$ cat src/rtl/cmd_seq_pkg.sv
package cmd_seq_pkg;
  typedef enum logic [2:0] {
    ST_IDLE,
    ST_OPC,
    ST_ARG,
    ST_ACK,
    ST_RSP,
    ST_DONE
  } seq_state_e;
endpackage

$ cat src/rtl/byte_fifo.sv
module byte_fifo #(
  parameter int DATA_W = 8,
  parameter int DEPTH  = 4   // power of two
) (
  input  logic              clk_i,
  input  logic              rst_ni,
  input  logic              push_i,
  input  logic [DATA_W-1:0] push_data_i,
  input  logic              pop_i,
  output logic [DATA_W-1:0] head_o,
  output logic              full_o,
  output logic              empty_o
);
  localparam int AW = $clog2(DEPTH);
  localparam int CW = $clog2(DEPTH + 1);

  logic [DATA_W-1:0] mem_q [DEPTH];
  logic [AW-1:0]     wr_q, rd_q;
  logic [CW-1:0]     cnt_q;
  logic              push_ok, pop_ok;

  assign full_o  = (cnt_q == CW'(DEPTH));
  assign empty_o = (cnt_q == '0);
  assign push_ok = push_i && !full_o;
  assign pop_ok  = pop_i && !empty_o;
  assign head_o  = mem_q[rd_q];

  always_ff @(posedge clk_i or negedge rst_ni) begin
    if (!rst_ni) begin
      wr_q  <= '0;
      rd_q  <= '0;
      cnt_q <= '0;
      for (int i = 0; i < DEPTH; i++) mem_q[i] <= '0;
    end else begin
      if (push_ok) begin
        mem_q[wr_q] <= push_data_i;
        wr_q        <= wr_q + AW'(1);
      end
      if (pop_ok) rd_q <= rd_q + AW'(1);
      cnt_q <= cnt_q + CW'(push_ok) - CW'(pop_ok);
    end
  end

  assert_no_overflow_R2: assert property (@(posedge clk_i) disable iff (!rst_ni)
    push_i |-> !full_o);
  assert_no_underflow_R3: assert property (@(posedge clk_i) disable iff (!rst_ni)
    pop_i |-> !empty_o);
endmodule

$ cat src/rtl/cmd_seq_ctrl.sv
module cmd_seq_ctrl
  import cmd_seq_pkg::*;
#(
  parameter int DATA_W     = 8,
  parameter int BUF_DEPTH  = 16,
  parameter int POLL_LIMIT = 10000,
  localparam int CNT_W = $clog2(BUF_DEPTH + 1),
  localparam int IDX_W = $clog2(BUF_DEPTH)
) (
  input  logic              clk_i,
  input  logic              rst_ni,
  input  logic              start_i,
  input  logic [DATA_W-1:0] opcode_i,
  input  logic [CNT_W-1:0]  arg_cnt_i,
  input  logic [CNT_W-1:0]  rsp_cnt_i,
  output logic [IDX_W-1:0]  arg_rd_addr_o,
  input  logic [DATA_W-1:0] arg_rd_data_i,
  input  logic              tx_full_i,
  output logic              tx_push_o,
  output logic [DATA_W-1:0] tx_data_o,
  input  logic              rx_empty_i,
  input  logic [DATA_W-1:0] rx_data_i,
  output logic              rx_pop_o,
  output logic              rsp_we_o,
  output logic [IDX_W-1:0]  rsp_wr_addr_o,
  output logic [DATA_W-1:0] rsp_wr_data_o,
  output logic              busy_o,
  output logic              done_o,
  output logic              timeout_o
);
  localparam int PW = $clog2(POLL_LIMIT + 1);

  seq_state_e        state_q;
  logic [DATA_W-1:0] opc_q;
  logic [CNT_W-1:0]  na_q, nr_q, idx_q;
  logic [PW-1:0]     poll_q;
  logic              tmo_q;
  logic              stall, expire;

  function automatic logic [CNT_W-1:0] clamp(input logic [CNT_W-1:0] c);
    return (c > CNT_W'(BUF_DEPTH)) ? CNT_W'(BUF_DEPTH) : c;
  endfunction

  always_comb begin
    tx_push_o = 1'b0;
    rx_pop_o  = 1'b0;
    rsp_we_o  = 1'b0;
    stall     = 1'b0;
    unique case (state_q)
      ST_OPC, ST_ARG: begin
        tx_push_o = !tx_full_i;
        stall     = tx_full_i;
      end
      ST_ACK: begin
        rx_pop_o = !rx_empty_i;
        stall    = rx_empty_i;
      end
      ST_RSP: begin
        rx_pop_o = !rx_empty_i;
        rsp_we_o = !rx_empty_i;
        stall    = rx_empty_i;
      end
      default: ;
    endcase
  end

  assign expire        = stall && (poll_q == PW'(POLL_LIMIT - 1));
  assign tx_data_o     = (state_q == ST_OPC) ? opc_q : arg_rd_data_i;
  assign arg_rd_addr_o = idx_q[IDX_W-1:0];
  assign rsp_wr_addr_o = idx_q[IDX_W-1:0];
  assign rsp_wr_data_o = rx_data_i;
  assign busy_o        = (state_q != ST_IDLE);
  assign done_o        = (state_q == ST_DONE);
  assign timeout_o     = tmo_q;

  always_ff @(posedge clk_i or negedge rst_ni) begin
    if (!rst_ni) begin
      state_q <= ST_IDLE;
      opc_q   <= '0;
      na_q    <= '0;
      nr_q    <= '0;
      idx_q   <= '0;
      poll_q  <= '0;
      tmo_q   <= 1'b0;
    end else begin
      unique case (state_q)
        ST_IDLE: if (start_i) begin
          opc_q   <= opcode_i;
          na_q    <= clamp(arg_cnt_i);
          nr_q    <= clamp(rsp_cnt_i);
          idx_q   <= '0;
          poll_q  <= '0;
          tmo_q   <= 1'b0;
          state_q <= ST_OPC;
        end
        ST_DONE: state_q <= ST_IDLE;
        default: begin
          if (expire) begin
            tmo_q   <= 1'b1;
            state_q <= ST_DONE;
          end else if (stall) begin
            poll_q <= poll_q + PW'(1);
          end else begin
            poll_q <= '0;
            unique case (state_q)
              ST_OPC: begin
                idx_q   <= '0;
                state_q <= (na_q == '0) ? ST_ACK : ST_ARG;
              end
              ST_ARG: if (idx_q == na_q - CNT_W'(1)) begin
                idx_q   <= '0;
                state_q <= ST_ACK;
              end else idx_q <= idx_q + CNT_W'(1);
              ST_ACK: begin
                idx_q   <= '0;
                state_q <= (nr_q == '0) ? ST_DONE : ST_RSP;
              end
              ST_RSP: if (idx_q == nr_q - CNT_W'(1)) state_q <= ST_DONE;
                      else idx_q <= idx_q + CNT_W'(1);
              default: ;
            endcase
          end
        end
      endcase
    end
  end

  assert_done_ends_busy_R9: assert property (@(posedge clk_i) disable iff (!rst_ni)
    done_o |=> !busy_o);
  assert_busy_holds_R9: assert property (@(posedge clk_i) disable iff (!rst_ni)
    (busy_o && !done_o) |=> busy_o);
  assert_busy_from_start_R9: assert property (@(posedge clk_i) disable iff (!rst_ni)
    $rose(busy_o) |-> $past(start_i));
  assert_timeout_at_done_R8: assert property (@(posedge clk_i) disable iff (!rst_ni)
    $rose(timeout_o) |-> done_o);
  assert_poll_bound_R8: assert property (@(posedge clk_i) disable iff (!rst_ni)
    poll_q < PW'(POLL_LIMIT));
  assert_rsp_in_range_R4: assert property (@(posedge clk_i) disable iff (!rst_ni)
    rsp_we_o |-> (idx_q < nr_q));
  assert_ack_dropped_R3: assert property (@(posedge clk_i) disable iff (!rst_ni)
    (state_q == ST_ACK) |-> !rsp_we_o);
  assert_count_clamped_R7: assert property (@(posedge clk_i) disable iff (!rst_ni)
    busy_o |-> (na_q <= CNT_W'(BUF_DEPTH) && nr_q <= CNT_W'(BUF_DEPTH)));
endmodule

$ cat src/rtl/cmd_seq.sv
module cmd_seq #(
  parameter int DATA_W     = 8,
  parameter int LINK_DEPTH = 4,
  parameter int BUF_DEPTH  = 16,
  parameter int POLL_LIMIT = 10000
) (
  input  logic                             clk_i,
  input  logic                             rst_ni,
  input  logic                             start_i,
  input  logic [DATA_W-1:0]                opcode_i,
  input  logic [$clog2(BUF_DEPTH+1)-1:0]   arg_cnt_i,
  input  logic [$clog2(BUF_DEPTH+1)-1:0]   rsp_cnt_i,
  input  logic                             arg_we_i,
  input  logic [$clog2(BUF_DEPTH)-1:0]     arg_addr_i,
  input  logic [DATA_W-1:0]                arg_data_i,
  input  logic [$clog2(BUF_DEPTH)-1:0]     rsp_addr_i,
  output logic [DATA_W-1:0]                rsp_data_o,
  output logic [2*DATA_W-1:0]              rsp_word_o,
  output logic                             busy_o,
  output logic                             done_o,
  output logic                             timeout_o,
  output logic                             mcu_tx_valid_o,
  output logic [DATA_W-1:0]                mcu_tx_data_o,
  input  logic                             mcu_tx_ready_i,
  input  logic                             mcu_rx_valid_i,
  input  logic [DATA_W-1:0]                mcu_rx_data_i,
  output logic                             mcu_rx_ready_o
);
  localparam int IDX_W = $clog2(BUF_DEPTH);

  logic [DATA_W-1:0] arg_mem [BUF_DEPTH];
  logic [DATA_W-1:0] rsp_mem [BUF_DEPTH];
  logic [IDX_W-1:0]  arg_rd_addr, rsp_wr_addr;
  logic [DATA_W-1:0] tx_data, rx_head, rsp_wr_data;
  logic              tx_push, tx_full, tx_empty;
  logic              rx_pop, rx_full, rx_empty, rsp_we;

  always_ff @(posedge clk_i or negedge rst_ni) begin
    if (!rst_ni) begin
      for (int i = 0; i < BUF_DEPTH; i++) begin
        arg_mem[i] <= '0;
        rsp_mem[i] <= '0;
      end
    end else begin
      if (arg_we_i) arg_mem[arg_addr_i] <= arg_data_i;
      if (rsp_we)   rsp_mem[rsp_wr_addr] <= rsp_wr_data;
    end
  end

  assign rsp_data_o     = rsp_mem[rsp_addr_i];
  assign rsp_word_o     = {rsp_mem[0], rsp_mem[1]};
  assign mcu_tx_valid_o = !tx_empty;
  assign mcu_rx_ready_o = !rx_full;

  byte_fifo #(.DATA_W(DATA_W), .DEPTH(LINK_DEPTH)) u_tx_fifo (
    .clk_i, .rst_ni,
    .push_i(tx_push), .push_data_i(tx_data),
    .pop_i(mcu_tx_ready_i && !tx_empty), .head_o(mcu_tx_data_o),
    .full_o(tx_full), .empty_o(tx_empty)
  );

  byte_fifo #(.DATA_W(DATA_W), .DEPTH(LINK_DEPTH)) u_rx_fifo (
    .clk_i, .rst_ni,
    .push_i(mcu_rx_valid_i && !rx_full), .push_data_i(mcu_rx_data_i),
    .pop_i(rx_pop), .head_o(rx_head),
    .full_o(rx_full), .empty_o(rx_empty)
  );

  cmd_seq_ctrl #(.DATA_W(DATA_W), .BUF_DEPTH(BUF_DEPTH), .POLL_LIMIT(POLL_LIMIT)) u_ctrl (
    .clk_i, .rst_ni,
    .start_i, .opcode_i, .arg_cnt_i, .rsp_cnt_i,
    .arg_rd_addr_o(arg_rd_addr), .arg_rd_data_i(arg_mem[arg_rd_addr]),
    .tx_full_i(tx_full), .tx_push_o(tx_push), .tx_data_o(tx_data),
    .rx_empty_i(rx_empty), .rx_data_i(rx_head), .rx_pop_o(rx_pop),
    .rsp_we_o(rsp_we), .rsp_wr_addr_o(rsp_wr_addr), .rsp_wr_data_o(rsp_wr_data),
    .busy_o, .done_o, .timeout_o
  );

  assert_reset_quiet_R1: assert property (@(posedge clk_i)
    !rst_ni |-> (!busy_o && !mcu_tx_valid_o && !timeout_o));
endmodule

$ cat config.mk
export PLATFORM = sky130hd
export DESIGN_NAME = cmd_seq
export DESIGN_NICKNAME = d
export VERILOG_FILES = /design/src/rtl/cmd_seq_pkg.sv /design/src/rtl/byte_fifo.sv /design/src/rtl/cmd_seq_ctrl.sv /design/src/rtl/cmd_seq.sv
export SDC_FILE = /design/constraint.sdc
export NUM_CORES = 1
export LEC_CHECK = 0
export ABC_CLOCK_PERIOD_IN_PS = 2600
export BUFFER_PORTS_ARGS = -buffer_cell sky130_fd_sc_hd__buf_4
export CAP_MARGIN = 15
export CORE_MARGIN = 2
export CORE_UTILIZATION = 41
export DETAILED_ROUTE_END_ITERATION = 10
export GPL_TIMING_DRIVEN = 0
export HOLD_SLACK_MARGIN = 0.02
export RECOVER_POWER = 100
export SYNTH_ARGS = -nofsm -noshare
export SYNTH_HDL_FRONTEND = slang
export SYNTH_HIERARCHICAL = 1
export SYNTH_SLANG_ARGS = --single-unit
$ cat constraint.sdc
create_clock -name clk_i -period 2.6 [get_ports clk_i]
set_clock_uncertainty 0.1 [all_clocks]
set_input_delay 0.52 -clock clk_i [delete_from_list [all_inputs] [get_ports clk_i]]
set_output_delay 0.52 -clock clk_i [all_outputs]
set_load 0.02 [all_outputs]
-- Yosys cells after proc, flatten, opt, wreduce, memory -nomap -nowiden
Cells that the tools add are included.
- register bits: 375
- logic and storage cells: 189
- input port bits: 48
- mux-type cells: 54
- reductions and logical operators: 32
- order comparisons: 13
- add/subtract/negate cells: 12
- bitwise operators: 8
- equality and inequality tests: 17
- operators by type and width (kind ; number):
    $bwmux W128 ; 2
    $mux W8 ; 13
    $bmux W8 S4 ; 2
    $bwmux W32 ; 2
    $demux W8 S4 ; 2
    $mux W14 ; 3
    $mux W5 ; 7
    $bmux W8 S2 ; 2
    $demux W8 S2 ; 2
    $pmux W14 S2 ; 1
    $ge A5 B5 Y1 const B ; 3
    $mux W3 ; 5
    $not A4 Y5 ; 3
    $pmux W5 S3 ; 1
    $add A14 B1 Y14 const B ; 1
    $eq A14 B14 Y1 const B ; 1
    $eq A3 B3 Y1 const B ; 4
    $ge A3 B3 Y1 const B ; 4
    $not A2 Y3 ; 4
    $pmux W3 S4 ; 1
    $logic_and A1 B1 Y1 ; 11
    $eq A5 B5 Y1 ; 2
    $gt A5 B5 Y1 const B ; 2
    $logic_not A5 Y1 ; 2
    30 further kinds ; 56

-- Longest topological paths before layout
Gate-level depths: netlist (run 1).
- word-level depth: 7
- gate-level depth with buffers: 13
- mapped depth without buffers: 11

-- By module
Netlist (run 1), hierarchy kept.
- modules (own cells, without submodules) (module ; instances ; seq. area each (µm²) ; cells each ; area each (µm²)):
    cmd_seq ; 1 ; 6406.1 ; 748 ; 11801.3
    byte_fifo (u_tx_fifo) ; 1 ; 975.9 ; 237 ; 2673.8
    cmd_seq_ctrl ; 1 ; 1026.0 ; 282 ; 2591.2
    byte_fifo (u_rx_fifo) ; 1 ; 975.9 ; 112 ; 1780.5

-- Least setup slack after synthesis (run 1)
OpenSTA, ideal clock, no wires.
- path type: reg2reg
- start point: reg u_ctrl.state_q[1]
- end point: reg u_tx_fifo.cnt_q[2]
- cell stages (with the launch flop): 14
- required time: 2377 ps
- data arrival time: 2648 ps
- period minus slack after synthesis: 2871 ps
- setup slack: -271 ps
- cell sequence: dfrtp_1 -> buf_6 -> clkbuf_1 -> nand2b_1 -> a211oi_1 -> buf_2 -> clkbuf_1 -> nand2b_1 -> ha_1 -> inv_1 -> ha_1 -> fa_1 -> xor2_1 -> xnor2_1
- longest elaborated chain between the ends: 6
- elaborated cells on any way between the ends: 7
- those cells by class: add/sub (2); eq/ne (2); mux (1); reduce/logical (2)
- ends and longest elaborated chain (item ; line ; source):
    start, declared ; cmd_seq_ctrl.sv:33 ; seq_state_e state_q;
    start signal, assigned ; cmd_seq_ctrl.sv:108 ; state_q <= (na_q == '0) ? ST_ACK : ST_ARG;
    start signal, assigned ; cmd_seq_ctrl.sv:116 ; state_q <= (nr_q == '0) ? ST_DONE : ST_RSP;
    $eq A3 B2 Y1 or $eq A3 B1 Y1 (tied branches) ; cmd_seq_ctrl.sv:49 ; unique case (state_q)
    $reduce_or A2 Y1 * ; cmd_seq_ctrl.sv:49 ;
    $mux W1 * ; cmd_seq_ctrl.sv:49 ;
    via tx_push ; cmd_seq.sv:35 ; logic tx_push, tx_full, tx_empty;
    $logic_and A1 B1 Y1 * ; byte_fifo.sv:24 ; assign push_ok = push_i && !full_o;
    $add A3 B1 Y3 * ; byte_fifo.sv:40 ; cnt_q <= cnt_q + CW'(push_ok) - CW'(pop_ok);
    $sub A3 B1 Y3 * ; byte_fifo.sv:40 ;
    end signal, assigned ; byte_fifo.sv:40 ;
    end, declared ; byte_fifo.sv:19 ; logic [CW-1:0] cnt_q;
The timed path passes the listed nets; every way through them passes the cells marked *.
A chain may end at the register's enable or synchronous reset.

-- Worst setup path after layout (run 1)
- start point: reg u_tx_fifo.cnt_q[0]
- end point: reg u_ctrl.poll_q[8]
- longest elaborated chain between the ends: 5
- elaborated cells on any way between the ends: 8
- those cells by class: eq/ne (2); mux (4); reduce/logical (2)
- ends and longest elaborated chain (item ; line ; source):
    $eq A3 B3 Y1 * ; byte_fifo.sv:22 ; assign full_o = (cnt_q == CW'(DEPTH));
    via tx_full ; cmd_seq.sv:35 ;
    $pmux W1 S2 * ; cmd_seq_ctrl.sv:49 ;
    $mux W14 or $logic_and A1 B1 Y1 (tied branches) ; cmd_seq_ctrl.sv:101, cmd_seq_ctrl.sv:67 ;
    $mux W14 or $ne A2 B2 Y1 (tied branches) ; - ;
    $pmux W14 S2 or $reduce_and A3 Y1 (tied branches) ; - ;
    end signal, assigned ; cmd_seq_ctrl.sv:102 ; poll_q <= poll_q + PW'(1);
    end, declared ; cmd_seq_ctrl.sv:36 ; logic [PW-1:0] poll_q;
The timed path passes the listed nets; every way through them passes the cells marked *. The select of a mux whose other input is x is not followed.

==> impl_metrics.json, run 1 <==
{
  "final.setup.tns_ns": 0,
  "io_pins": 85,
  "tritoncts": "done",
  "end_kind": "register",
  "insertion_delay_ns": 0.57,
  "gp_congestion": 0.813,
  "coreArea_sq_um": 45400,
  "antenna_found_initial": 0,
  "clockBufferDepth": 3,
  "via_count": 11974,
  "path_clk_slew_ns": 0.06,
  "vdd_drop_max_mv": 0.555,
  "cp_slowest_stage_delay_ns": 0.52,
  "synth_top_area_share_pct": 49.8,
  "grt-ovfl-total": 0,
  "synthArstFlopShare_pct": 100,
  "outcome": "finished, final reports clean",
  "path_class": "register to register",
  "leakagePower_nw": 9.50,
  "yosys.area.top_type": "dfrtp_1",
  "viasPerCell": 5.53,
  "ys_ff_latch": 375,
  "crit_path_cell_trace": "buf_6 > nor3b_4 > buf_6 > nor4bb_2 > a211oi_4 > buf_4 > or4_1 > o21ai_0",
  "path_delay_family": "simple AND/OR/NAND/NOR gates",
  "drc": 0,
  "area_delta_synth_final_pct": 17.4,
  "nets": 1601,
  "dp_hpwl_microns": 30700,
  "grt_pass1_wl_microns": 71200,
  "cpMostUsedCell": "buf_6",
  "grt_max_degree": 93,
  "start_util_pct": 41.5,
  "die_w_microns": 218,
  "start_kind": "register",
  "hold_viol": 0,
  "setup_violations": 0,
  "path_max_fanout": 15,
  "whs_ns": 0.0910,
  "worstMarginPinSlew_ns": 1.11,
  "io_buffers": 81,
  "cts_max_level": 2,
  "antenna_cells": 0,
  "place_area_sq_um": 20400,
  "design_area_sq_um": 22100,
  "utilization_pct": 48.8,
  "syn_area_sq_um": 18800,
  "synthCells": 1379,
  "cp_data_required_time_ns": 2.97,
  "ys_warn_count": 6,
  "ys.flop_type": "dfrtp_1",
  "totalWireLength_microns": 45000,
  "cp.buffers_inverters": 3,
  "slew_violations": 0,
  "min_period_ns": 2.54,
  "cp_slowest_cell": "or4_1",
  "die_h_microns": 218,
  "cts_buffers": 44,
  "drv_cap": 0,
  "worstPathArrival_ns": 2.91,
  "routedWlPerCell_microns": 20.8,
  "avgSynthCellArea_sq_um": 13.7,
  "drive_gt1_share_pct": 44.4,
  "hold_class": "input port to register",
  "yosysSeqAreaShare_pct": 49.8,
  "fp-row-count": 78,
  "synthTopCellsByArea": "dfrtp_1 50%, mux2_2 17%, mux4_2 9.6%, nand4bb_1 2.0%, a21bo_2 1.7%",
  "rsz0062_at_grt": "yes",
  "slew_headroom_pct": 26.2,
  "ant_nets": 0,
  "fmax_ghz": 0.393,
  "fin_crit_sh_pct": 97.8,
  "synth-edff-count": 0,
  "n_fill_cell": 4007,
  "firstDrtPassIters": 5,
  "die_area_sq_um": 47700,
  "powerDensity_nw_per_um2": 1160,
  "first_global_vias": 12233,
  "ys_types": 65,
  "gr-usage-all-layers_pct": 19.3,
  "syn-num-nets": 1445,
  "first_iter_violations": 803,
  "clock-root-buffer": "clkbuf_16",
  "cts_sinks": 375
}
## flip-flops by register name, summed over array words and instances (netlist names), 8 cells and up
signal and cells:
u_rx_fifo/mem_q 32, arg_mem 128, rsp_word_o 16, rsp_mem 112, u_ctrl/poll_q 14, u_tx_fifo/mem_q 32
u_ctrl/opc_q 8
## placed cells by master, fill, tap and decap left out, types with 10 or more instances in the layout
| master | netlist | final |
|---|---|---|
| mux2_2 | 288 | 288 |
| buf_2 | 29 | 10 |
| nor2_2 | 22 | 13 |
| mux4_2 | 80 | 80 |
| a21bo_2 | 32 | 32 |
| mux2_1 | 11 | 17 |
| a22oi_1 | 32 | 23 |
| nand2_1 | 49 | 46 |
| nor2b_1 | 15 | 13 |
| nand3_1 | 37 | 38 |
| nor2_1 | 25 | 33 |
| clkbuf_8 | 0 | 14 |
| clkbuf_1 | 51 | 73 |
| xnor2_1 | 19 | 18 |
| ha_1 | 16 | 13 |
| o21ai_0 | 29 | 29 |
| clkbuf_2 | 0 | 10 |
| buf_6 | 6 | 12 |
| xor2_1 | 10 | 10 |
| or3_1 | 11 | 11 |
| inv_1 | 20 | 19 |
| clkbuf_16 | 0 | 45 |
| buf_4 | 33 | 119 |
| nand4bb_1 | 34 | 34 |
| nand2b_1 | 21 | 18 |
| o211ai_1 | 35 | 35 |
| dfrtp_1 | 375 | 371 |
## cell type report
type | count | area, sq um | share of cell area, %
flip-flops and latches | 375 | 9390 | 42.4
multi-input cells | 858 | 8820 | 39.9
clock buffers | 68 | 1350 | 6.11
repair buffers | 117 | 848 | 3.83
well taps | 600 | 751 | 3.39
plain buffers | 118 | 749 | 3.39
clock inverters | 9 | 131 | 0.594
inverters | 21 | 80.1 | 0.362
## report_power, final
group | total [W] | leakage (nW) | internal, W | switching [W]
sequential | 0.00866 | 4.74 | 0.00756 | 0.00110
clock | 0.00630 | 0.734 | 0.00386 | 0.00244
combinational | 0.0107 | 4.03 | 0.00523 | 0.00542
total | 0.0256 | 9.50 | 0.0166 | 0.00897
## timing repair
action                     4_1_cts  5_1_grt
setup buffers                   15       16
setup endpoints to repair      205       56
hold buffers                     1        0
hold endpoints to repair        72        0
pin swaps                       11       19
resized for setup               65       39
## path summary, 6_finish.rpt
| path | start | to | slack (ns) | cells past startpoint |
|---|---|---|---|---|
| worst max register to register | u_tx_fifo/cnt_q[0] | u_ctrl/poll_q[8] | 0.06 | 8 |
| worst max-delay path | u_tx_fifo/cnt_q[0] | u_ctrl/poll_q[8] | 0.06 | 8 |
| max in group asynchronous | rst_ni | arg_mem[0] | 0.35 | 4 |
| min in group asynchronous | rst_ni | u_rx_fifo/mem_q[17] | 0.62 | 2 |
| worst min-delay path | opcode_i[7] | u_ctrl/opc_q[7] | 0.09 | 2 |
| worst min register to register | u_rx_fifo/mem_q[1] | u_rx_fifo/mem_q[1] | 0.39 | 1 |
## cells in the mapped netlist, drive strengths merged (3+ instances only)
cell type  number
a21bo          32
a21oi          11
a22oi          32
and3            3
buf            74
clkbuf         51
dfrtp         375
ha             16
inv            20
mux2          308
mux4           80
nand2          49
nand2b         21
nand3          38
nand3b          9
nand4           5
nand4bb        34
nor2           47
nor2b          15
nor3           12
nor3b           6
nor4bb          3
o211ai         35
o21ai          30
o31ai           4
or3            11
or4             3
xnor2          19
xor2           10
## metrics by stage
step | total power [W] | instances | worst slack [ns]
5_1_grt | 0.0272 | 2166 | -0.0539
6_report | 0.0256 | 2166 | 0.0580
3_5_place_dp | 0.0189 | 2064 | -0.563
2_1_floorplan | 0.0158 | 1379 | -0.0169
3_3_place_gp | 0.0186 | 2060 | -2.84
4_1_cts | 0.0257 | 2153 | 0.00154
## per-layer routing
layer	part of all wire, %	wire (microns)	global-route usage (%)	up-vias
met1	45	20500	27.0	6280
met3	4.1	1840	3.47	60
met5	0	0	0	-
met2	48	21800	30.8	236
met4	2.0	884	5.12	0
li1	-	-	-	5398
## worst reg2reg max path, stage by stage, from the launching register on
cell and delay [ns]:
dfrtp_1 0.41, buf_6 0.15, nor3b_4 0.24, buf_6 0.24, nor4bb_2 0.36, a211oi_4 0.10
buf_4 0.17, or4_1 0.52, o21ai_0 0.17
## logic make-up after synthesis
family / synth area share (%)
multiplexers: 28.1
AO/OA/AOI/OAI: 6.47
AND/OR/NAND/NOR: 8.98
adder cells (fa/ha/maj): 1.27
XOR/XNOR: 1.35
flip-flops: 49.8
buffers and inverters: 4.00
Power figures use the tool's default switching activity.
==> run 2: changes to the inputs <==
--- a/config.mk
+++ b/config.mk
@@ -5,6 +5,7 @@
 export SDC_FILE = /design/constraint.sdc
 export NUM_CORES = 1
 export LEC_CHECK = 0
+export ABC_AREA = 1
 export ABC_CLOCK_PERIOD_IN_PS = 2600
 export BUFFER_PORTS_ARGS = -buffer_cell sky130_fd_sc_hd__buf_4
 export CAP_MARGIN = 15
@@ -13,6 +14,7 @@
 export DETAILED_ROUTE_END_ITERATION = 10
 export GPL_TIMING_DRIVEN = 0
 export HOLD_SLACK_MARGIN = 0.02
+export PLACE_DENSITY = 0.57
 export RECOVER_POWER = 100
 export SYNTH_ARGS = -nofsm -noshare
 export SYNTH_HDL_FRONTEND = slang
==> run 2 against run 1 <==
The run now ends with design-rule violations left. Total power shrank 4.8%. Utilization shrank 1.0 points. Clock power about the same. First-iteration DRC count is 130% higher. Die area up 3.0%. Worst hold slack worse by 0.031 ns. Sequential share of layout area is 0.27 points lower. Final cell count grew 55%. Fmax up 0.90%. Critical path depth shrank 2. Setup slack gained 0.023 ns. Global-route usage grew 5.3 points.
==> impl_metrics.json, run 2 <==
{
  "outcome": "complete, but fails checks",
  "violations": "design-rule violations",
  "drc": 7,
  "antenna_found_initial": 0,
  "antenna_cells": 0,
  "cts_buffers": 45,
  "avgSynthCellArea_sq_um": 7.52,
  "synth_top_area_share_pct": 48.3,
  "p_sw_share_pct": 41.8,
  "start_kind": "register",
  "final_common_cell": "nand2_1",
  "clock-root-buffer": "clkbuf_16",
  "slew_violations": 0,
  "utilization_pct": 47.7,
  "gr-usage-all-layers_pct": 24.6,
  "synth-edff-count": 0,
  "fmax_ghz": 0.397,
  "yosys-top-cells-count": "844 x nand2_1, 375 x dfrtp_1, 327 x inv_1",
  "grt_pass1_wl_microns": 95400,
  "fin_crit_sh_pct": 96.9,
  "cp_slowest_cell": "dfrtp_1",
  "powerDensity_nw_per_um2": 1090,
  "ant_nets": 0,
  "post-place-ws_ns": -0.421,
  "rsz0062_at_grt": "no",
  "p_int_w": 0.0142,
  "path_max_fanout": 10,
  "grt-ovfl-total": 0,
  "synthTopCellsByArea": "dfrtp_1 48%, nand2_1 16%, o21ai_0 8.4%, nand3_1 7.0%, inv_1 6.3%",
  "setup_violations": 0,
  "dpl.cell_count": 3265,
  "drive_gt1_share_pct": 11.0,
  "die_w_microns": 222,
  "hold_class": "input port to register",
  "hold_viol": 0,
  "gp_congestion": 0.906,
  "ys_ff_latch": 375,
  "yosysMostFrequentCell": "nand2_1",
  "area_delta_synth_final_pct": 14.7,
  "largestRegisters": "arg_mem: 128 flops, rsp_mem: 112 flops",
  "routedWlPerCell_microns": 17.8,
  "final-seq-area_sq_um": 9390,
  "stdcell_count": 3350,
  "top_register": "arg_mem",
  "ys.flop_type": "dfrtp_1",
  "n_fill_cell": 4746,
  "synthCells": 2582,
  "ys_types": 38,
  "yosys.area.top_type": "dfrtp_1",
  "io_pins": 85,
  "drv_cap": 0,
  "cpMostUsedCell": "o21ai_1",
  "ys_warn_count": 6,
  "multi_input_area_sq_um": 7800,
  "worstPathArrival_ns": 1.90,
  "cp_data_required_time_ns": 1.98,
  "cp_slowest_stage_delay_ns": 0.37,
  "crit_path_cell_trace": "buf_6 > inv_2 > buf_4 > o21ai_1 > o21ai_1 > buf_2",
  "first_global_vias": 16792,
  "path_clk_slew_ns": 0.06,
  "dp_hpwl_microns": 42500,
  "seq_power_share_pct": 33.4,
  "syn-num-nets": 2648,
  "die_area_sq_um": 49100,
  "vdd_drop_max_mv": 0.512,
  "leakagePower_nw": 11.2,
  "p_sw_w": 0.0102,
  "start_util_pct": 41.6,
  "cp.buffers_inverters": 4,
  "die_h_microns": 222,
  "grt_max_degree": 113,
  "tritoncts": "done",
  "clockBufferDepth": 3,
  "yosysSeqAreaShare_pct": 48.3,
  "end_kind": "output pin",
  "layout_common_cells": "843 x nand2_1, 370 x dfrtp_1, 327 x inv_1",
  "clkPwrFrac_pct": 25.8,
  "worstMarginPinSlew_ns": 1.14,
  "largest_reg_flops": 128,
  "min_period_ns": 2.52,
  "path_class": "register to output pin",
  "slew_headroom_pct": 23.7,
  "cts_sinks": 375,
  "syn_area_sq_um": 19400,
  "coreArea_sq_um": 46700,
  "path_delay_family": "buffers and inverters",
  "firstDrtPassIters": 9,
  "cts_max_level": 2,
  "nets": 2777,
  "first_iter_violations": 1829,
  "io_buffers": 73,
  "via_count": 17211,
  "viasPerCell": 5.14,
  "setup_ws_ns": 0.0806,
  "insertion_delay_ns": 0.59,
  "comb_power_share_pct": 40.8,
  "synthArstFlopShare_pct": 100,
  "totalWireLength_microns": 59600,
  "fp-row-count": 79
}
[run 2: cell types whose count changed after synthesis, sizes merged, moves of 66 or more]
cell / change
nand2: +802
inv: +315
mux2: -300
o21ai: +300
nand3: +234
mux4: -80
nand4: +66
[run 2: through the flow]
stage	hold WS, ns	setup TNS [ns]	total power (W)	instance area [sq um]
after floorplan	0.124	0	0.0144	19400
after global placement	0.349	-1093.09	0.0178	20700
after detailed placement	0.353	-21.73	0.0179	20800
after CTS	0.0331	-0.0696	0.0244	22400
after global routing	0.0642	0	0.0261	22300
final	0.0603	0	0.0244	22300
[run 2: cell type report]
type / count / area share (%)
Buffer: 157 / 4.11
Clock buffer: 67 / 5.92
Clock inverter: 12 / 0.624
Inverter: 337 / 5.70
Multi-Input combinational cell: 1702 / 35.0
Sequential cell: 375 / 42.2
Tap cell: 607 / 3.41
Timing Repair Buffer: 93 / 3.03
[run 2: repair_timing]
action | 4_1_cts | 5_1_grt
buffers inserted | 0 | 12
pin swaps | 0 | 4
endpoints found under the setup margin | 167 | 83
hold buffers | 5 | 0
hold endpoints to repair | 66 | 0
gates resized for setup | 39 | 54
[run 2: worst paths after layout]
| check | slack, ns | startpoint | depth (start not counted) | end |
|---|---|---|---|---|
| setup / recovery | 0.08 | u_tx_fifo/rd_q[0] | 6 | mcu_tx_data_o[1] |
| hold / removal | 0.06 | opcode_i[2] | 3 | u_ctrl/opc_q[2] |
| max in group asynchronous | 0.58 | rst_ni | 3 | u_tx_fifo/mem_q[2] |
| min in group asynchronous | 0.39 | rst_ni | 2 | rsp_mem[51] |
| hold reg to reg | 0.37 | u_rx_fifo/mem_q[11] | 2 | u_rx_fifo/mem_q[11] |
| setup reg to reg | 0.11 | u_ctrl/idx_q[0] | 11 | u_tx_fifo/mem_q[9] |
[run 2: kinds of logic (layout without fill, tap and decap cells)]
family	Yosys count	in the layout	share of synthesized area (%)
buf+inv	505	666	11.5
mux	8	8	0.464
flops	375	375	48.3
fa+ha+maj	18	18	1.24
compound gates	352	352	9.30
xor+xnor	8	8	0.361
simple gates	1316	1316	28.8
[run 2: routing by layer]
metal	track usage, %	wire, microns	part of all wire, %	vias up
met5	0	0	0	-
met4	7.32	1510	2.5	0
met3	3.13	3210	5.4	101
met2	39.8	27500	46	460
met1	34.6	27400	46	8229
li1	-	-	-	8421
[run 2: worst register-to-register path: stages, from the launching register on]
cell      delay [ns]
dfrtp_2         0.45
buf_4           0.18
clkbuf_4        0.24
buf_4           0.23
nand2_1         0.08
nand3_1         0.14
nand3_1         0.11
nand3_1         0.14
nand2_1         0.15
mux2_2          0.36
nand4_1         0.13
nand2_1         0.07
[run 2: power by group through the flow]
stage | combinational (W) | sequential (W) | clock [W]
2_1_floorplan | 0.00644 | 0.00796 | 0
5_1_grt | 0.0111 | 0.00832 | 0.00668
4_1_cts | 0.00985 | 0.00813 | 0.00642
3_3_place_gp | 0.00959 | 0.00817 | 0
3_5_place_dp | 0.00975 | 0.00820 | 0
6_report | 0.00995 | 0.00815 | 0.00628
